`src/rtl/lau_pkg.sv`:
```
package lau_pkg;
  typedef enum logic [2:0] {
    M_IMM  = 3'd0,
    M_ABS  = 3'd1,
    M_REG  = 3'd2,
    M_IDX  = 3'd3,
    M_PCR  = 3'd4,
    M_MIND = 3'd5,
    M_POST = 3'd6,
    M_RSV  = 3'd7
  } lmode_e;

  typedef enum logic [2:0] {
    S_IDLE = 3'd0,
    S_RD1  = 3'd1,
    S_PTR  = 3'd2,
    S_DATA = 3'd3,
    S_IMM  = 3'd4,
    S_ERR  = 3'd5
  } lstate_e;
endpackage

```
`src/rtl/lau_ea_calc.sv`:
```
module lau_ea_calc #(
  parameter int ADDR_W  = 16,
  parameter int DATA_W  = 16,
  parameter int CONST_W = 12
) (
  input  logic [2:0]         mode,
  input  logic [CONST_W-1:0] cnst,
  input  logic [ADDR_W-1:0]  base_val,
  input  logic [ADDR_W-1:0]  pc,
  output logic [ADDR_W-1:0]  ea,
  output logic [DATA_W-1:0]  imm,
  output logic               needs_mem,
  output logic               is_ind,
  output logic               is_post,
  output logic               is_rsv
);
  import lau_pkg::*;

  function automatic logic [ADDR_W-1:0] sx_addr(input logic [CONST_W-1:0] c);
    return ADDR_W'($signed(c));
  endfunction

  function automatic logic [ADDR_W-1:0] wrap_add(input logic [ADDR_W-1:0] a,
                                                 input logic [ADDR_W-1:0] b);
    return a + b;
  endfunction

  logic [ADDR_W-1:0] c_ext;
  assign c_ext = sx_addr(cnst);
  assign imm   = DATA_W'($signed(cnst));

  always_comb begin
    ea        = c_ext;
    needs_mem = 1'b1;
    is_ind    = 1'b0;
    is_post   = 1'b0;
    is_rsv    = 1'b0;
    case (lmode_e'(mode))
      M_IMM:  needs_mem = 1'b0;
      M_ABS:  ea = c_ext;
      M_REG:  ea = base_val;
      M_IDX:  ea = wrap_add(base_val, c_ext);
      M_PCR:  ea = wrap_add(wrap_add(pc, ADDR_W'(1)), c_ext);
      M_MIND: is_ind = 1'b1;
      M_POST: begin ea = base_val; is_post = 1'b1; end
      default: begin needs_mem = 1'b0; is_rsv = 1'b1; end
    endcase
  end
endmodule

```
`src/rtl/lau_seq.sv`:
```
module lau_seq #(
  parameter int ADDR_W = 16,
  parameter int DATA_W = 16,
  parameter int IDX_W  = 3
) (
  input  logic              clk,
  input  logic              rst_n,
  input  logic              start,
  input  logic [ADDR_W-1:0] ea,
  input  logic [DATA_W-1:0] imm,
  input  logic              needs_mem,
  input  logic              is_ind,
  input  logic              is_post,
  input  logic              is_rsv,
  input  logic [IDX_W-1:0]  dst_idx,
  input  logic [ADDR_W-1:0] base_val,
  output logic [ADDR_W-1:0] mem_addr,
  output logic              mem_rd,
  input  logic [DATA_W-1:0] mem_rdata,
  output logic [DATA_W-1:0] res_data,
  output logic [IDX_W-1:0]  res_dst,
  output logic              res_valid,
  output logic              res_err,
  output logic [ADDR_W-1:0] wb_val,
  output logic              wb_valid,
  output logic              busy
);
  import lau_pkg::*;

  lstate_e           state;
  logic [ADDR_W-1:0] addr_q;
  logic [DATA_W-1:0] imm_q;
  logic [IDX_W-1:0]  dst_q;
  logic [ADDR_W-1:0] wb_q;
  logic              post_q;
  logic              ind_q;

  // named internal events
  logic accept;
  logic ptr_phase;
  logic result_phase;

  assign accept       = start && (state == S_IDLE);
  assign ptr_phase    = (state == S_PTR);
  assign result_phase = (state == S_DATA) || (state == S_IMM) || (state == S_ERR);

  always_ff @(posedge clk) begin
    if (!rst_n) begin
      state  <= S_IDLE;
      addr_q <= '0;
      imm_q  <= '0;
      dst_q  <= '0;
      wb_q   <= '0;
      post_q <= 1'b0;
      ind_q  <= 1'b0;
    end else begin
      case (state)
        S_IDLE: if (accept) begin
          addr_q <= ea;
          imm_q  <= imm;
          dst_q  <= dst_idx;
          wb_q   <= base_val + ADDR_W'(1);
          post_q <= is_post;
          ind_q  <= is_ind;
          if (is_rsv)          state <= S_ERR;
          else if (!needs_mem) state <= S_IMM;
          else                 state <= S_RD1;
        end
        S_RD1:   state <= ind_q ? S_PTR : S_DATA;
        S_PTR:   state <= S_DATA;
        default: state <= S_IDLE;
      endcase
    end
  end

  assign mem_rd    = (state == S_RD1) || ptr_phase;
  assign mem_addr  = ptr_phase ? mem_rdata[ADDR_W-1:0] : addr_q;
  assign res_valid = result_phase;
  assign res_err   = (state == S_ERR);
  assign res_data  = (state == S_DATA) ? mem_rdata :
                     (state == S_IMM)  ? imm_q : '0;
  assign res_dst   = dst_q;
  assign wb_val    = wb_q;
  assign wb_valid  = (state == S_DATA) && post_q;
  assign busy      = (state != S_IDLE);


  first_read_chk: assert property (@(posedge clk) disable iff (!rst_n)
    (accept && needs_mem && !is_rsv) |=> (mem_rd && mem_addr == $past(ea)));


  busy_start_ignored_chk: assert property (@(posedge clk) disable iff (!rst_n)
    (start && busy && !res_valid) |=> busy);


  wb_with_result_chk: assert property (@(posedge clk) disable iff (!rst_n)
    wb_valid |-> res_valid);


  rsv_zero_chk: assert property (@(posedge clk) disable iff (!rst_n)
    res_err |-> (res_data == '0 && !mem_rd));


  result_ends_chk: assert property (@(posedge clk) disable iff (!rst_n)
    res_valid |=> !busy);


  ptr_follows_read_chk: assert property (@(posedge clk) disable iff (!rst_n)
    ptr_phase |-> $past(mem_rd));
endmodule

```
`src/rtl/lau_load_unit.sv`:
```
module lau_load_unit #(
  parameter int ADDR_W  = 16,
  parameter int DATA_W  = 16,
  parameter int CONST_W = 12,
  parameter int IDX_W   = 3
) (
  input  logic               clk,
  input  logic               rst_n,
  input  logic               start,
  input  logic [2:0]         mode,
  input  logic [CONST_W-1:0] cnst,
  input  logic [IDX_W-1:0]   dst_idx,
  input  logic [ADDR_W-1:0]  base_val,
  input  logic [ADDR_W-1:0]  pc,
  output logic [ADDR_W-1:0]  mem_addr,
  output logic               mem_rd,
  input  logic [DATA_W-1:0]  mem_rdata,
  output logic [DATA_W-1:0]  res_data,
  output logic [IDX_W-1:0]   res_dst,
  output logic               res_valid,
  output logic               res_err,
  output logic [ADDR_W-1:0]  wb_val,
  output logic               wb_valid,
  output logic               busy
);
  logic [ADDR_W-1:0] ea;
  logic [DATA_W-1:0] imm;
  logic needs_mem, is_ind, is_post, is_rsv;

  lau_ea_calc #(.ADDR_W(ADDR_W), .DATA_W(DATA_W), .CONST_W(CONST_W)) i_ea (
    .mode(mode), .cnst(cnst), .base_val(base_val), .pc(pc),
    .ea(ea), .imm(imm), .needs_mem(needs_mem), .is_ind(is_ind),
    .is_post(is_post), .is_rsv(is_rsv)
  );

  lau_seq #(.ADDR_W(ADDR_W), .DATA_W(DATA_W), .IDX_W(IDX_W)) i_seq (
    .clk(clk), .rst_n(rst_n), .start(start), .ea(ea), .imm(imm),
    .needs_mem(needs_mem), .is_ind(is_ind), .is_post(is_post), .is_rsv(is_rsv),
    .dst_idx(dst_idx), .base_val(base_val),
    .mem_addr(mem_addr), .mem_rd(mem_rd), .mem_rdata(mem_rdata),
    .res_data(res_data), .res_dst(res_dst), .res_valid(res_valid),
    .res_err(res_err), .wb_val(wb_val), .wb_valid(wb_valid), .busy(busy)
  );
endmodule

```
`config.mk`:
```
export PLATFORM = sky130hd
export DESIGN_NAME = lau_load_unit
export DESIGN_NICKNAME = d
export VERILOG_FILES = /design/src/rtl/lau_pkg.sv /design/src/rtl/lau_ea_calc.sv /design/src/rtl/lau_seq.sv /design/src/rtl/lau_load_unit.sv
export SDC_FILE = /design/constraint.sdc
export NUM_CORES = 1
export LEC_CHECK = 0
export BUFFER_PORTS_ARGS = -buffer_cell sky130_fd_sc_hd__buf_4
export CORE_ASPECT_RATIO = 1.2
export CORE_MARGIN = 1
export CORE_UTILIZATION = 49
export DETAILED_ROUTE_END_ITERATION = 12
export PLACE_DENSITY = 0.8
export SETUP_SLACK_MARGIN = 0.3
export SLEW_MARGIN = 25
export SYNTH_ARGS = -nofsm -noshare
export SYNTH_HDL_FRONTEND = slang
export SYNTH_SLANG_ARGS = --single-unit
```
`constraint.sdc`:
```
create_clock -name clk -period 2.2 [get_ports clk]
set_input_delay 0.11 -clock clk [delete_from_list [all_inputs] [get_ports clk]]
set_output_delay 0.11 -clock clk [all_outputs]
set_load 0.005 [all_outputs]
```
# == After elaboration in Yosys (flattened, before gate mapping) ==
# Cells that the tools add are included.
# totals
inputBits,69
ff_bits,52
elab_cells,47
output_inout_bits,56
# op_classes
reduce_logical,12
n_eq_ne,12
add_sub_neg,4
muxes,12
# ops
operator,n
$mux 16,3
$pmux 16 s3,1
$add 16x1->16 const B,2
$add 16x16->16,2
$eq 3x3->1 const B,5
$eq 3x2->1 const B,4
$mux 3,3
$pmux 3 s3,1
$reduce_or 7->1,1
$eq 3x1->1 const B,2
$logic_not 3->1,2
$reduce_or 6->1,1
$mux 1,4
$logic_or 1x1->1,3
$reduce_bool 3->1,1
$logic_and 1x1->1,2
$ne 2x1->1 const B,1
$reduce_and 2->1,1
$reduce_or 2->1,1

# == Longest topological paths before layout ==
# Gate-level depths: netlist of the first run.
# depth
ltp_word,7
ltp_mapped,10
ltp_nobuf,10

# == Modules after synthesis ==
# Synthesis of the first run repeated with hierarchy kept, for this count alone.
# unflattened
cells_unflattened,601
hier_area_um2,4687.0
# by_module_without_submodules
module,area_each_um2,seq_area_each_um2,n_inst,cells_per_inst
lau_seq,2716.4,1121.1,1,320
lau_ea_calc,1970.6,0.0,1,281

# == Worst setup path before layout of the first run ==
# OpenSTA, ideal clock, no wires.
# synth_path
path_type,input to register
from,in cnst[0]
to,reg i_seq.addr_q[12]
arrival_time_ps,1957
path_buffers,0
stages,10
setup_time_ps,120
required_ps,2080
path_slack_ps,123
path_cell_list,inv_1 ha_1 inv_1 fa_1 a21o_1 a311oi_1 o21ai_1 mux2_2 nand2_1 o31a_1
# synth_between
elab_chain_cells,2
elab_cells_between_ends,3
cone_classes,add/sub: 2; mux: 1
# synth_rtl
item,line_no,source
from (decl),lau_load_unit.sv:11,"input logic [CONST_W-1:0] cnst,"
$add 16x16->16,lau_ea_calc.sv:25,return a + b;
$pmux 16 s3 (*),lau_ea_calc.sv:38,case (lmode_e'(mode))
to (signal assigned),lau_seq.sv:50,addr_q <= '0;
to (signal assigned),lau_seq.sv:59,addr_q <= ea;
to (decl),lau_seq.sv:31,logic [ADDR_W-1:0] addr_q;
# Every way passes the cells marked *; elsewhere a longest branch is shown, timed or not.
# A chain may end at the register's enable or synchronous reset.

# == Final worst setup path of the first run ==
# layout_path
from,reg i_seq.state[1]
to,out mem_addr[14]
# layout_between
elab_chain_cells,2
# layout_rtl
item,line_no,source
from (decl),lau_seq.sv:30,lstate_e state;
from (signal assigned),lau_seq.sv:69,S_RD1: state <= ind_q ? S_PTR : S_DATA;
$eq 3x2->1,lau_seq.sv:44,assign ptr_phase = (state == S_PTR);
$mux 16,lau_seq.sv:77,assign mem_addr = ptr_phase ? mem_rdata[ADDR_W-1:0] : addr_q;
to (decl),lau_load_unit.sv:15,"output logic [ADDR_W-1:0] mem_addr,"
# Every way passes these cells.

==> key figures, run 1 <==
Status
  • Status: finished, final reports clean

Run
  • Maxcap violations: 0

Die
  • Chip height: ~110 um
  • Die area: between 9000 and 10,000 um^2
  • Die Width: about 90 um
  • # rows: 38
  • Initial Util: 0.504
  • Core footprint: around 9000 um^2
  • IO Pins: between 100 and 150

Power and ir drop
  • Switching Fraction: 0.361
  • VDD IR-drop max: approximately 0.00027 V
  • Clock power share: 0.212
  • Internal Power: 0.00212 W
  • Leak pwr: between 2 and 3 nW
  • Reg power frac: 0.350
  • Pwr/cell area: 573 nW/um^2
  • Combinational power share: 0.438
  • Switching power: about 0.0012 W

STA
  • Slew Limit Fails: 0
  • Tmin final: around 1.8 ns
  • Hold Fails Final Rpt: 0
  • Final setup vio count: 0
  • Max Fclk: approximately 550 MHz
  • Worst-margin pin slew: slightly below 0.7 ns
  • Final period utilization: 0.833
  • RSZ-0062 raised after global routing: true
  • TNS Setup: 0 ns
  • Slew HR: 0.541
  • Final worst clock skew: about 0.0096 ns

Synth
  • Area contributors post-synth: dfxtp_1, ha_1, nand2_1, mux2_2, xor2_1
  • Cell count after synthesis: roughly 560
  • Top cell type's share of synthesized area: 0.230
  • Ys async rst share: 0
  • Cell variety after synth: between 70 and 80
  • Cell Area, Synth: approximately 4500 um^2
  • Count leader, synth: nand2_1
  • Post-synth top cells: nand2_1, dfxtp_1, a21oi_1, ha_1, o21ai_0
  • Cell accounting for the most synthesized area: dfxtp_1
  • Synth Register Bits: between 50 and 60
  • Number of synthesis warnings: 0
  • Post-synth EDFFs: 0
  • Avg Cell Area, Syn: between 8 and 9 um^2
  • Top FF cell, synth: dfxtp_1
  • Seq/Total Area, Yosys: 0.230
  • Mapped Nets: roughly 660

Worst setup path
  • Req. time, crit path: 2.09 ns
  • Cell Chain, Critical Path: inv_1, nor3_4, buf_6, mux2_2, buf_4
  • R2R Path Start: i_seq.state[0]$_SDFFE_PN0P_
  • R2R cell count: 6
  • Worst path bufs/invs: 3
  • Top delay family on crit path: buffers and inverters
  • CP peak stage delay: 0.42 ns
  • Crit path capture: mem_addr[14]
  • Worst reg2reg setup slack: around 0.37 ns
  • Slowest CP cell: dfxtp_4
  • Crit start category: register
  • Stages on the worst setup path: 5
  • Crit. Startpoint: i_seq.state[1]$_SDFFE_PN0P_
  • Worst EP arrival: around 1.7 ns
  • Worst setup EP type: primary output
  • Worst Path Class, Setup: reg -> out
  • Worst-path maximum fanout: 8
  • Reg2reg end: i_seq.addr_q[13]$_SDFFE_PN0P_

Clocking
  • CTS Buf Count: 5
  • Max H-tree Level: 2
  • Latest clock arrival within the worst-skew pair: approximately 0.32 ns
  • Num Clock Sinks: 52
  • Clock-pin slew on the worst setup and hold paths: 0.10 ns
  • Post-CTS Hold Fix Bufs: 0
  • CTS tree: yes
  • Root buffer cell: clkbuf_8
  • CTS Buffer Depth: 2

Route
  • Final ANT Viol Nets: 0
  • WL per Instance: between 15 and 20 um
  • Final wirelength: between 10,000 and 15,000 um
  • Drt drc: 0
  • Via count: ~5,000
  • Initial DRT Pass Iterations: 5
  • Starting DRT DRC Count: 366
  • Via density: between 6 and 7

Placement
  • Port Buffers: roughly 120
  • Placer Congestion: approximately 0.94
  • Post-DP HPWL: roughly 11,000 um

Min path
  • Hold WC Path Type: in -> reg

Global route
  • Initial antenna violation count: 0
  • GRT Residual Overflow: 0
  • First-pass GRT wire length: 22,900 um
  • Vias in the first global route: ~4,500
  • GR Util All Layers: 0.298
  • Pin count of the biggest net entering global routing: 57

Cells and area
  • Number of diodes: 0
  • Syn-to-layout area delta: 27.6%
  • Nets: 783
  • Final Util: 0.643
  • Layout cells sized above 1: 0.302
  • Filler cells: ~800
[worst reg2reg max path, stage by stage, from the launching register on]
cell and delay [ns]:
dfxtp_2 0.41, nor3_2 0.21, nand2_1 0.14, a21o_1 0.26, a221o_1 0.29, a211oi_1 0.30, o2bb2ai_1 0.11
[cell type report]
class | count | area (um^2) | area share
Tap cell | 120 | 150 | 0.0260
Timing Repair Buffer | 145 | 1100 | 0.191
Inverter | 14 | 52.6 | 0.00909
Multi-Input combinational cell | 463 | 3310 | 0.573
Sequential cell | 52 | 1050 | 0.181
Clock buffer | 5 | 68.8 | 0.0119
Clock inverter | 3 | 46.3 | 0.00801
[worst min-delay path by stage]
| stage | startpoint | end | slack, ns | cells past startpoint |
|---|---|---|---|---|
| CTS | dst_idx[2] | i_seq.res_dst[2]$_SDFFE_PN0P_ | 0.05 | 3 |
| global route | dst_idx[1] | i_seq.res_dst[1]$_SDFFE_PN0P_ | 0.05 | 3 |
| finish | dst_idx[0] | i_seq.res_dst[0]$_SDFFE_PN0P_ | 0.05 | 3 |
| global placement | dst_idx[0] | i_seq.res_dst[0]$_SDFFE_PN0P_ | 0.38 | 3 |
| detailed placement | dst_idx[2] | i_seq.res_dst[2]$_SDFFE_PN0P_ | 0.40 | 3 |
| floorplan | cnst[0] | i_seq.imm_q[0]$_SDFFE_PN0P_ | 0.25 | 2 |
[registers in the layout, summed over array words and instances, names as in the netlist]
name / cells
i_seq.res_dst: 3
i_seq.addr_q: 16
i_seq.wb_val: 16
i_seq.ind_q: 1
i_seq.imm_q: 12
i_seq.state: 3
i_seq.post_q: 1
[kinds of logic (layout without fill, tap and decap cells)]
| group | after synthesis | after routing | synth area share |
|---|---|---|---|
| adder cells (fa/ha/maj) | 33 | 33 | 0.0945 |
| flip-flops | 52 | 52 | 0.230 |
| buffers and inverters | 46 | 167 | 0.0492 |
| XOR/XNOR | 31 | 31 | 0.0600 |
| AO/OA/AOI/OAI | 195 | 195 | 0.319 |
| multiplexers | 19 | 19 | 0.0467 |
| AND/OR/NAND/NOR | 185 | 185 | 0.201 |
[metal layers]
metal  vias to the layer above  track usage  part of all wire
met3                        28       0.0360             0.072
met2                       200        0.517              0.49
met4                         0        0.117             0.030
li1                       2338            -                 -
met5                         -            0                 0
met1                      2310        0.377              0.41
[stage by stage]
stage / setup slack [ns] / cell area, um^2 / hold slack [ns] / power (W) / cells
2_1_floorplan: 0.325 / 4550 / 0.255 / 0.00200 / 561
3_3_place_gp: 0.0820 / 5600 / 0.378 / 0.00255 / 792
3_5_place_dp: 0.0729 / 5600 / 0.396 / 0.00257 / 792
4_1_cts: 0.286 / 5730 / 0.0548 / 0.00327 / 800
5_1_grt: 0.258 / 5780 / 0.0494 / 0.00349 / 802
6_report: 0.367 / 5780 / 0.0532 / 0.00331 / 802
[power groups by stage]
stage	clock (W)	combinational (W)	sequential, W
floorplan	0	0.000869	0.00113
global placement	0	0.00138	0.00117
detailed placement	0	0.00140	0.00117
CTS	0.000709	0.00141	0.00115
global route	0.000751	0.00157	0.00117
finish	0.000703	0.00145	0.00116
[timing repair]
action | CTS | global route
gates resized for setup | 3 | 15
endpoints found under the hold margin | 0 | 0
setup endpoints to repair | 19 | 27
pin swaps | 0 | 3
setup buffers | 0 | 1
cloned | 0 | 1
[cell usage in the layout, fill, tap and decap left out, types with 15 or more instances in the layout]
cell and count:
nand2_1 88, a21oi_1 30, nor2_1 21, ha_1 30, nand3_1 20, a21o_1 17
o21ai_0 26, a21boi_0 18, xor2_1 20, dfxtp_1 49, o211a_1 15, mux2_2 16
buf_4 142
Power figures use the tool's default switching activity.
==> run 2: changes to the inputs <==
--- a/config.mk
+++ b/config.mk
@@ -5,6 +5,7 @@
 export SDC_FILE = /design/constraint.sdc
 export NUM_CORES = 1
 export LEC_CHECK = 0
+export ABC_AREA = 1
 export BUFFER_PORTS_ARGS = -buffer_cell sky130_fd_sc_hd__buf_4
 export CORE_ASPECT_RATIO = 1.2
 export CORE_MARGIN = 1
==> constraint.sdc (replaced) <==
create_clock -name clk -period 1.6 [get_ports clk]
set_input_delay 0.08 -clock clk [delete_from_list [all_inputs] [get_ports clk]]
set_output_delay 0.08 -clock clk [all_outputs]
set_load 0.005 [all_outputs]
==> run 2 against run 1 <==
Area after synthesis up 8.6%. Sequential cell count unchanged. Clock power grew 62%. Utilization is 16 points higher. Count of clock-buffer cells in the layout did not move. Global-route usage up 3.1 points. Wire length rose by 35%. First-iteration DRC count grew 84%. Register-to-register slack worse by 0.35 ns. Cell count up 45%. Critical endpoint is now i_seq.addr_q[4]$_SDFFE_PN0P_. Largest power group unchanged.
==> key figures, run 2 <==
Run
  • Maxcap violations: 0 (unchanged)

STA
  • Worst-margin pin slew: 0.726 ns (was 0.686 ns)
  • RSZ-0062 raised after global routing: true (unchanged)
  • Tmin final: around 1.6 ns
  • Slew HR: 0.513 (was 0.541)
  • Final setup vio count: 0 (unchanged)
  • Slew Limit Fails: 0 (unchanged)
  • Final worst clock skew: 0.0105 ns (was 0.00956 ns)
  • Hold_ws: 0.0346 ns (was 0.0532 ns)
  • Final period utilization: 0.991
  • Hold Fails Final Rpt: 0 (unchanged)
  • Max Fclk: approximately 630 MHz

Worst setup path
  • Crit. Startpoint: i_seq.state[1]$_SDFFE_PN0P_ (unchanged)
  • R2R cell count: 9 (was 6)
  • Crit start category: register (unchanged)
  • Cell Chain, Critical Path: nor2_2, inv_2, nor2_4, nand2_4, buf_12, a211oi_4, nand2_1, o21ai_1, inv_1 (was inv_1, nor3_4, buf_6, mux2_2, buf_4)
  • Worst EP arrival: 1.78 ns (was 1.72 ns)
  • Crit path capture: i_seq.addr_q[4]$_SDFFE_PN0P_ (was mem_addr[14])
  • Worst-path maximum fanout: 12 (was 8)
  • Worst reg2reg setup slack: 0.01 ns (was 0.37 ns)
  • CP peak stage delay: 0.34 ns (was 0.42 ns)
  • R2R Path Start: i_seq.state[1]$_SDFFE_PN0P_ (was i_seq.state[0]$_SDFFE_PN0P_)
  • Worst Path Class, Setup: reg -> reg (was reg -> out)
  • Slowest CP cell: dfxtp_2 (was dfxtp_4)
  • Req. time, crit path: 1.80 ns (was 2.09 ns)
  • Worst setup EP type: register (was primary output)
  • Reg2reg end: i_seq.addr_q[4]$_SDFFE_PN0P_ (was i_seq.addr_q[13]$_SDFFE_PN0P_)

Synth
  • Main combinational cell family by area after synthesis: simple AND/OR/NAND/NOR gates (was compound AO/OA/AOI/OAI gates)
  • Ys async rst share: 0 (unchanged)
  • Cell variety after synth: 50 (was 74)
  • Simple logic cell fraction of the synthesized area: 0.384 (was 0.201)
  • Cell Area, Synth: 4920 um^2 (was 4530 um^2)
  • Synth Register Bits: 52 (unchanged)
  • Area contributors post-synth: dfxtp_1, nand2_1, inv_1, ha_1, nand3_1 (was dfxtp_1, ha_1, nand2_1, mux2_2, xor2_1)
  • Count leader, synth: nand2_1 (unchanged)
  • Cell count after synthesis: 834 (was 561)
  • Top FF cell, synth: dfxtp_1 (unchanged)
  • Post-Synth XOR/XNOR Area: 0.0143 (was 0.0600)
  • Post-synth EDFFs: 0 (unchanged)
  • Cell accounting for the most synthesized area: dfxtp_1 (unchanged)
  • Number of synthesis warnings: 0 (unchanged)
  • Post-synth top cells: nand2_1, inv_1, nand3_1 (was nand2_1, dfxtp_1, a21oi_1, ha_1, o21ai_0)
  • Avg Cell Area, Syn: 5.89 um^2 (was 8.07 um^2)
  • Adder-cell share of the synthesized area: 0.0870 (was 0.0945)
  • Top cell type's share of synthesized area: 0.212 (was 0.230)
  • Seq/Total Area, Yosys: 0.212 (was 0.230)
  • Mux cell area share after synthesis: 0 (was 0.0467)
  • Mapped Nets: 936 (was 663)
  • Compound-Gate Fraction of Synth Area: 0.169 (was 0.319)

Die
  • Core footprint: 9610 um^2 (was 8990 um^2)
  • # rows: 39 (was 38)
  • Chip height: 112 um (was 107 um)
  • Die Width: 93.4 um (was 89.8 um)
  • Die area: 10,400 um^2 (was 9630 um^2)
  • IO Pins: 125 (unchanged)
  • Initial Util: 0.511 (was 0.504)

Power and ir drop
  • Pwr/cell area: 963 nW/um^2 (was 573 nW/um^2)
  • Reg power frac: 0.247 (was 0.350)
  • Combinational power share: 0.599 (was 0.438)
  • VDD IR-drop max: 0.000634 V (was 0.000267 V)
  • Switching Fraction: 0.405 (was 0.361)
  • Clock power share: 0.154 (was 0.212)
  • Internal Power: 0.00441 W (was 0.00212 W)
  • Leak pwr: 3.88 nW (was 2.66 nW)
  • Overall power: 0.00741 W (was 0.00331 W)
  • Switching power: 0.00300 W (was 0.00119 W)

Global route
  • Pin count of the biggest net entering global routing: 34 (was 57)
  • Vias in the first global route: 5,688 (was 4,536)
  • First-pass GRT wire length: 27,000 um (was 22,900 um)
  • GR Util All Layers: 0.329 (was 0.298)
  • GRT Residual Overflow: 0 (unchanged)
  • Initial antenna violation count: 0 (unchanged)

Cells and area
  • Layout cells sized above 1: 0.361 (was 0.302)
  • Syn-to-layout area delta: 56.7% (was 27.6%)
  • Final Util: 0.801 (was 0.643)
  • Most frequent cells in the layout: nand2_1, buf_4, inv_1 (was buf_4, nand2_1, dfxtp_1)
  • Fin area: 7700 um^2 (was 5780 um^2)
  • Nets: 1,141 (was 783)
  • Most common cell after layout, fill and taps aside: nand2_1 (was buf_4)
  • Number of diodes: 0 (unchanged)

Clocking
  • Clock-pin slew on the worst setup and hold paths: 0.08 ns (was 0.10 ns)
  • CTS Buf Count: 5 (unchanged)
  • Max H-tree Level: 2 (unchanged)
  • CTS Buffer Depth: 2 (unchanged)
  • Latest clock arrival within the worst-skew pair: 0.30 ns (was 0.32 ns)
  • Num Clock Sinks: 52 (unchanged)
  • Post-CTS Hold Fix Bufs: 0 (unchanged)
  • CTS tree: yes (unchanged)
  • Root buffer cell: clkbuf_16 (was clkbuf_8)

Placement
  • Placer Congestion: 0.994 (was 0.938)
  • Post-DP HPWL: 12,400 um (was 11,500 um)
  • Port Buffers: 124 (unchanged)
  • Post-DP Area: 6580 um^2 (was 5600 um^2)

Route
  • WL per Instance: 17.0 um (was 18.2 um)
  • Via count: 6,568 (was 4,876)
  • Starting DRT DRC Count: 673 (was 366)
  • Drt drc: 0 (unchanged)
  • Final ANT Viol Nets: 0 (unchanged)
  • Highest Signal Layer: met4 (unchanged)
  • Met1 Wirelength: 7110 um (was 5990 um)
  • Met2 wire length: 9440 um (was 7130 um)
  • Via density: 5.65 (was 6.08)
  • WL met3: 1850 um (was 1060 um)
  • Final wirelength: 19,700 um (was 14,600 um)
  • Initial DRT Pass Iterations: 6 (was 5)

Min path
  • Hold Path Origin: dst_idx[0] (unchanged)
  • Hold WC Path Type: in -> reg (unchanged)

Status
  • Status: finished, final reports clean (unchanged)
[run 2: cell count changes after synthesis, sizes merged, moves of 11 or more]
cell / before / now
nand2: 88 / 247
inv: 14 / 141
nand3: 21 / 76
nor2: 23 / 65
o21ai: 28 / 57
a21oi: 32 / 58
a21o: 18 / 0
a21boi: 18 / 1
mux2: 17 / 0
o211a: 15 / 0
xor2: 20 / 6
a22o: 11 / 0
[run 2: critical path, delay by kind of cell, from the launching register on]
family | cells | cell delay, ns
DFF | 1 | 0.34
AOI/OAI and AO/OA | 2 | 0.37
and+or+nand+nor | 4 | 0.45
buffers and inverters | 3 | 0.31
[run 2: cell families (layout without fill, tap and decap cells)]
family	after synthesis	count (layout)
DFF	52	52
adders and majority gates	33	33
and+or+nand+nor	428	428
AOI/OAI and AO/OA	148	148
xor gates and xnor gates	8	8
buffers and inverters	165	371
[run 2: worst min-delay path by stage]
stage	to	slack, ns	cells after the start
3_5_place_dp	i_seq.res_dst[2]$_SDFFE_PN0P_	0.35	3
3_3_place_gp	i_seq.res_dst[2]$_SDFFE_PN0P_	0.33	3
4_1_cts	i_seq.res_dst[2]$_SDFFE_PN0P_	0.03	3
6_report	i_seq.res_dst[0]$_SDFFE_PN0P_	0.03	3
2_1_floorplan	i_seq.wb_val[0]$_SDFFE_PN0P_	0.17	1
5_1_grt	i_seq.res_dst[2]$_SDFFE_PN0P_	0.04	3
[run 2: layout make-up]
type | instances | area (um^2)
multi-input combinational | 617 | 3850
fill | 615 | 1910
inverter | 142 | 571
sequential | 52 | 1040
clock buffer | 5 | 125
tap | 123 | 154
clock inverter | 3 | 27.5
timing repair buffer | 220 | 1920
timing repair inverter | 1 | 8.76
[run 2: power groups by stage]
stage / clock network, W / registers, W / logic, W
6_report: 0.00114 / 0.00183 / 0.00444
4_1_cts: 0.00113 / 0.00180 / 0.00369
2_1_floorplan: 0 / 0.00178 / 0.00168
3_5_place_dp: 0 / 0.00181 / 0.00298
3_3_place_gp: 0 / 0.00180 / 0.00295
5_1_grt: 0.00119 / 0.00185 / 0.00473
[run 2: per-layer routing]
layer / global-route usage / vias up
met5: 0 / -
met4: 0.182 / 0
met3: 0.0355 / 104
met2: 0.581 / 419
met1: 0.382 / 2945
li1: - / 3100
[run 2: metrics by stage]
step / worst slack [ns] / std cells / setup TNS (ns)
floorplan: 0.181 / 834 / 0
global placement: -0.145 / 1126 / -0.578
detailed placement: -0.184 / 1126 / -0.778
CTS: 0.173 / 1152 / 0
global route: -0.0450 / 1163 / -0.0509
finish: 0.0142 / 1163 / 0
[run 2: repair_timing]
action,4_1_cts,5_1_grt
gates resized for setup,67,83
buffers inserted,11,8
pin swaps,18,18
endpoints found under the setup margin,79,86
cloned,7,3
